## config.mk

```make
export PLATFORM = sky130hd
export DESIGN_NAME = banked_gpio
export DESIGN_NICKNAME = d
export VERILOG_FILES = /design/src/rtl/banked_gpio_pkg.sv /design/src/rtl/gpio_sync2.sv /design/src/rtl/gpio_bank.sv /design/src/rtl/banked_gpio.sv
export SDC_FILE = /design/constraint.sdc
export NUM_CORES = 1
export LEC_CHECK = 0
export BUFFER_PORTS_ARGS = -buffer_cell sky130_fd_sc_hd__buf_2
export CORE_ASPECT_RATIO = 1.2
export CORE_UTILIZATION = 40
export DETAILED_ROUTE_END_ITERATION = 12
export PLACE_DENSITY = 0.61
export REMOVE_ABC_BUFFERS = 1
export SYNTH_ARGS = -nofsm -noshare
export SYNTH_HDL_FRONTEND = slang
export SYNTH_SLANG_ARGS = --single-unit
```

## constraint.sdc

```tcl
create_clock -name clk -period 2.19 [get_ports clk]
set_input_delay 0.1095 -clock clk [delete_from_list [all_inputs] [get_ports clk]]
set_output_delay 0.1095 -clock clk [all_outputs]
set_load 0.02 [all_outputs]
```

## src/rtl/banked_gpio_pkg.sv

```systemverilog
// Package: shared address-map constants and the masked-merge helper.
// Assumes byte addressing with 32-bit registers.
package banked_gpio_pkg;
    localparam int BANK_W      = 32;
    localparam int HALF_W      = 16;
    localparam int MD_STRIDE   = 'h08;   // mask/data ports: stride between banks
    localparam int MD_HI_OFS   = 'h04;   // offset of the upper-half port
    localparam int CFG_STRIDE  = 'h40;   // direction/enable: stride between banks
    localparam int DIR_BASE    = 'h204;
    localparam int OEN_BASE    = 'h208;
    localparam int IN_BASE     = 'h40;
    localparam int IN_STRIDE   = 'h04;

    // Keep old bits where mask is 1, take new data where mask is 0.
    function automatic logic [HALF_W-1:0] masked_merge(
        input logic [HALF_W-1:0] old_v,
        input logic [HALF_W-1:0] mask,
        input logic [HALF_W-1:0] data);
        return (old_v & mask) | (data & ~mask);
    endfunction
endpackage

```

## src/rtl/gpio_sync2.sv

```systemverilog
// Module: two-flop synchroniser for a vector of asynchronous pad inputs.
// Assumes each bit is independent (no multi-bit coherence required).
module gpio_sync2 #(
    parameter int W = 32
) (
    input  logic         clk,
    input  logic         rst_n,
    input  logic [W-1:0] d_async,
    output logic [W-1:0] q_sync
);
    logic [W-1:0] meta_q;

    // Two-stage capture with synchronous clear.
    always_ff @(posedge clk) begin
        if (!rst_n) begin
            meta_q <= '0;
            q_sync <= '0;
        end else begin
            meta_q <= d_async;
            q_sync <= meta_q;
        end
    end
endmodule

```

## src/rtl/gpio_bank.sv

```systemverilog
// Module: one pad bank. It decodes its own direction, enable and mask/data
// port addresses and holds the three registers of the bank.
// Assumes that the write address and data are stable in the cycle of bus_we.
module gpio_bank
    import banked_gpio_pkg::*;
#(
    parameter int ADDR_W   = 12,
    parameter int BANK_IDX = 0
) (
    input  logic              clk,
    input  logic              rst_n,
    input  logic              wr_en,
    input  logic [ADDR_W-1:0] wr_addr,
    input  logic [31:0]       wr_data,
    output logic [BANK_W-1:0] dir_q,
    output logic [BANK_W-1:0] oen_q,
    output logic [BANK_W-1:0] dout_q,
    output logic [BANK_W-1:0] drive_en
);
    localparam logic [ADDR_W-1:0] A_DIR = ADDR_W'(DIR_BASE + BANK_IDX*CFG_STRIDE);
    localparam logic [ADDR_W-1:0] A_OEN = ADDR_W'(OEN_BASE + BANK_IDX*CFG_STRIDE);
    localparam logic [ADDR_W-1:0] A_MLO = ADDR_W'(BANK_IDX*MD_STRIDE);
    localparam logic [ADDR_W-1:0] A_MHI = ADDR_W'(BANK_IDX*MD_STRIDE + MD_HI_OFS);

    logic hit_dir, hit_oen, hit_lo, hit_hi;

    // Write-select decode for this bank.
    always_comb begin
        hit_dir = wr_en && (wr_addr == A_DIR);
        hit_oen = wr_en && (wr_addr == A_OEN);
        hit_lo  = wr_en && (wr_addr == A_MLO);
        hit_hi  = wr_en && (wr_addr == A_MHI);
    end

    // Configuration registers: full-word writes.
    always_ff @(posedge clk) begin
        if (!rst_n) begin
            dir_q <= '0;
            oen_q <= '0;
        end else begin
            if (hit_dir) dir_q <= wr_data;
            if (hit_oen) oen_q <= wr_data;
        end
    end

    // Output data: each half is updated through its masked port.
    always_ff @(posedge clk) begin
        if (!rst_n) begin
            dout_q <= '0;
        end else begin
            if (hit_lo)
                dout_q[HALF_W-1:0] <= masked_merge(dout_q[HALF_W-1:0],
                                                   wr_data[31:16], wr_data[15:0]);
            if (hit_hi)
                dout_q[BANK_W-1:HALF_W] <= masked_merge(dout_q[BANK_W-1:HALF_W],
                                                        wr_data[31:16], wr_data[15:0]);
        end
    end

    // Pad driver gating: a pin is driven only as an enabled output.
    assign drive_en = dir_q & oen_q;

    // masked low-half pins hold their value.
    a_r4_low_mask_hold: assert property (@(posedge clk) disable iff (!rst_n)
        hit_lo |=> (((dout_q[15:0] ^ $past(dout_q[15:0])) & $past(wr_data[31:16])) == '0));

    // masked high-half pins hold their value.
    a_r5_high_mask_hold: assert property (@(posedge clk) disable iff (!rst_n)
        hit_hi |=> (((dout_q[31:16] ^ $past(dout_q[31:16])) & $past(wr_data[31:16])) == '0));

    // a configuration write never alters the output data.
    a_r6_cfg_keeps_data: assert property (@(posedge clk) disable iff (!rst_n)
        (hit_dir || hit_oen) |=> $stable(dout_q));
endmodule

```

## src/rtl/banked_gpio.sv

```systemverilog
// Module: top of the banked GPIO controller. It instantiates one bank per
// NUM_BANKS plus an input synchroniser per bank, and registers the read mux.
// Assumes a single-cycle register bus with read data one cycle later.
module banked_gpio
    import banked_gpio_pkg::*;
#(
    parameter int NUM_BANKS = 4,
    parameter int ADDR_W    = 12
) (
    input  logic                        clk,
    input  logic                        rst_n,
    input  logic [ADDR_W-1:0]           bus_addr,
    input  logic                        bus_we,
    input  logic [31:0]                 bus_wdata,
    output logic [31:0]                 bus_rdata,
    output logic [NUM_BANKS*BANK_W-1:0] pad_out,
    output logic [NUM_BANKS*BANK_W-1:0] pad_oe,
    input  logic [NUM_BANKS*BANK_W-1:0] pad_in
);
    localparam int PAD_W = NUM_BANKS * BANK_W;

    logic [BANK_W-1:0] dir_a  [NUM_BANKS];
    logic [BANK_W-1:0] oen_a  [NUM_BANKS];
    logic [BANK_W-1:0] dout_a [NUM_BANKS];
    logic [BANK_W-1:0] din_a  [NUM_BANKS];
    logic [31:0]       rd_next;

    for (genvar b = 0; b < NUM_BANKS; b++) begin : g_bank
        gpio_bank #(.ADDR_W(ADDR_W), .BANK_IDX(b)) u_bank (
            .clk      (clk),
            .rst_n    (rst_n),
            .wr_en    (bus_we),
            .wr_addr  (bus_addr),
            .wr_data  (bus_wdata),
            .dir_q    (dir_a[b]),
            .oen_q    (oen_a[b]),
            .dout_q   (dout_a[b]),
            .drive_en (pad_oe[b*BANK_W +: BANK_W])
        );
        gpio_sync2 #(.W(BANK_W)) u_sync (
            .clk     (clk),
            .rst_n   (rst_n),
            .d_async (pad_in[b*BANK_W +: BANK_W]),
            .q_sync  (din_a[b])
        );
        assign pad_out[b*BANK_W +: BANK_W] = dout_a[b];
    end

    // Read decode: readable registers only; the rest return zero.
    always_comb begin
        rd_next = '0;
        for (int b = 0; b < NUM_BANKS; b++) begin
            if (bus_addr == ADDR_W'(DIR_BASE + b*CFG_STRIDE)) rd_next = dir_a[b];
            if (bus_addr == ADDR_W'(OEN_BASE + b*CFG_STRIDE)) rd_next = oen_a[b];
            if (bus_addr == ADDR_W'(IN_BASE + b*IN_STRIDE))   rd_next = din_a[b];
        end
    end

    // Registered read data.
    always_ff @(posedge clk) begin
        if (!rst_n) bus_rdata <= '0;
        else        bus_rdata <= rd_next;
    end

    // the write-only mask/data ports read back as zero.
    a_r9_wo_reads_zero: assert property (@(posedge clk) disable iff (!rst_n)
        (bus_addr < ADDR_W'(NUM_BANKS*MD_STRIDE)) |=> (bus_rdata == '0));

    // a driven pad always has a valid width-aligned vector (no X on enables).
    a_r3_oe_known: assert property (@(posedge clk) disable iff (!rst_n)
        !$isunknown(pad_oe) && ($countones(pad_oe) <= PAD_W));
endmodule

```

==> run metrics <==
most common cell after layout, fill and taps aside=nand2_1; Fin Clk Skew=between 10 and 15 ps; post-synthesis compound-gate area fraction=between 20% and 30%; total wire length=between 90,000 and 100,000 um; slowest CP cell=or4b_2; placed cell areas=a little over 30,000 um2; CP cell instances=buf_2 -> or4b_2 -> buf_12 -> buf_4 -> nor2_2 -> nand2_1 -> buf_12 -> nand2_1 -> a21boi_0 -> dlygate4sd3_1; critical path startpoint=bus_addr[1]; Final Cycle Share=a little over nine tenths; commonest non-fill, non-tap cells in the layout=nand2_1 (706), dfxtp_1 (672), buf_2 (461), and2_1 (388), a21boi_0 (321); vias in the first global route=~23,000; Rel. slew slack=61.5%; H-tree level count=3; r2r setup slk=520 ps; die width=239 um; Total GRT Usage=roughly 28%; crit path time final=around 2100 ps; Vias=between 20,000 and 25,000; crit path kind=in -> reg; Post-Synth Adder-Cell Area=0%; Critical Path AT=between 2000 and 3000 ps; Post-synth ARST share=0%; setup violators final=0; CTS max path bufs=3; r2r worst-path depth=6; initial DRC count=about 1,700; register bit total from synthesis=~670; post-route ant nets=0; full die area=about 70,000 um2; CP peak stage delay=approximately 720 ps; max cap viols=0; vias per cell=5.19; Hold Crit Class=in -> reg; number of I/O port buffers=~460; antenna violations before repair=7; worst ir drop on vdd=between 0.0006 and 0.0007 V; # IOs=between 400 and 500; worst slew pin tran=578 ps; utilization after layout=between 50% and 60%; mux cell area share after synthesis=0.595%; RR Startpoint=g_bank[0].u_sync.q_sync[29]; TritonCTS clock tree=yes; routability cong.=~0.90; Fmax=~0.48 GHz; postcts setup bufs=0; ys flop type=dfxtp_1; Critical Path Fanout Max=32; status=completed; Post-Synthesis Cells=between 3,000 and 4,000; FF-to-FF End=bus_rdata[29]; Lkg Pwr=between 0.01 and 0.015 uW; Avg WL per Cell=20.6 um; Layout area overhead=30.7%; global route total overflow=0; CTS Buf Count=just over 70; largest family of logic cells by synthesized area=simple AND/OR/NAND/NOR gates; CP Capture Point=g_bank[0].u_bank.dir_q[29]; Startpoint Class=input port; Rows=103; Clk Latency, worst-skew pair=620 ps; fin area=35,200 um2; synth warn=0; pwr dens=between 700 and 800 nW/um2; Mapped Area=around 27,000 um2; router iterations before antenna repair=8; first-pass GRT wire length=144,000 um; unrepaired setup endpoints after global routing=false; setup TNS=0 ps; Critical Path RT=around 2700 ps; Slew Limit Fails=0; DRC viols=0; Simple-Gate Fraction of Synth Area=between 20 and 25%; CTS sink cnt=672; CP endpoint kind=register; Avg Cell Area, Syn=8.44 um2; Die Y=between 200 and 300 um; worst setup margin=between 100 and 150 ps; Fin. Hold Viols=0; DP Wirelength=between 60,000 and 70,000 um; sequential area share after synthesis=50.0%; XOR/XNOR Fraction of Synth Area=0%; Post-synth EDFFs=0; Netlist cell types=50; core area=around 66,000 um2; Initial Util=40.6%; layout cells sized above 1=between 20% and 30%; pin count of the biggest net entering global routing=~120; CTS root buf=clkbuf_16; Post-Place Worst Slack=-62.5 ps; clock slew at reported path FFs=approximately 70 ps; # nets final=about 4,000
logic make-up after synthesis:
group           after synthesis
compound gates              901
buf+inv                     294
flops                       672
mux                          16
simple gates               1309
power by group:
group | internal [uW] | switching (uW)
combinational | 646 | 774
clock | 7600 | 5080
sequential | 12400 | 64.9
layer usage:
layer	wire length [um]	track usage, %	vias to the layer above
met4	4420	13.6	8
met2	44400	44.3	916
met1	40600	35.1	11500
li1	-	-	11800
met5	49	0	-
met3	7480	5.87	215
worst max-delay path: cells and delay by family:
kind / cells / cell delay, ps
AO/OA/AOI/OAI: 1 / 70
AND/OR/NAND/NOR: 4 / 1110
buffers and inverters: 5 / 1300
repair_timing:
item,CTS,global route
endpoints found under the hold margin,482,0
resized for setup,0,1
setup endpoints to repair,0,1
hold buffers,168,0
area by class of cell:
| class | count | area (um2) |
|---|---|---|
| diodes | 3 | 7.51 |
| clock buffers | 101 | 2080 |
| clock inverters | 27 | 368 |
| fillers | 6187 | 31100 |
| inverters | 1 | 3.75 |
| multi-input cells | 2226 | 12500 |
| flip-flops and latches | 672 | 13500 |
| well taps | 892 | 1120 |
| repair buffers | 777 | 5700 |
Yosys cell counts, types with 3 or more instances:
library cell    n  area share (%)
buf_1           7           0.098
o221a_1         9            0.38
nor2b_1        18            0.42
a22oi_1        31            0.86
clkbuf_1      265             3.7
nor2_1        148             2.1
nand2_1       706             9.8
o22ai_1        31            0.72
nor3_1          4           0.074
a21boi_1       47             1.3
nand3_1         8            0.15
nand4_1         3           0.070
a21boi_0      322             9.0
a222oi_1       27             1.0
buf_2          21            0.39
a21oi_1       134             2.5
o21ai_1        27            0.50
a22o_1          5            0.16
or2_2           3           0.070
or4b_1          4            0.15
nor3_2          3            0.11
mux2i_1        16            0.59
and2_1        388             9.0
o2111ai_1       5            0.16
o21ai_0       209             3.9
and3_1          3           0.070
dfxtp_1       672              50
o2bb2ai_1      28            0.91
o221a_2        18            0.75
worst min-delay path by stage:
| stage | startpoint | end | depth (start not counted) | slack [ps] |
|---|---|---|---|---|
| 6_report | bus_wdata[18] | g_bank[1].u_bank.dir_q[18] | 3 | 30 |
| 5_1_grt | bus_wdata[18] | g_bank[0].u_bank.oen_q[18] | 3 | 50 |
| 4_1_cts | bus_wdata[18] | g_bank[1].u_bank.dir_q[18] | 3 | 3 |
| 3_5_place_dp | pad_in[85] | g_bank[2].u_sync.meta_q[21] | 2 | 320 |
| 3_3_place_gp | pad_in[3] | g_bank[0].u_sync.meta_q[3] | 2 | 320 |
| 2_1_floorplan | rst_n | g_bank[0].u_sync.meta_q[0] | 1 | 230 |
stage by stage:
| step | total power, uW | hold WS (ps) | cells |
|---|---|---|---|
| after CTS | 26800 | 3.06 | 4696 |
| after global routing | 27400 | 49.6 | 4699 |
| after floorplan | 13100 | 231 | 2899 |
| final | 26600 | 29.3 | 4699 |
| after detailed placement | 13900 | 319 | 4400 |
| after global placement | 13900 | 316 | 4400 |
Note: power is estimated with default switching activity, not from simulation.
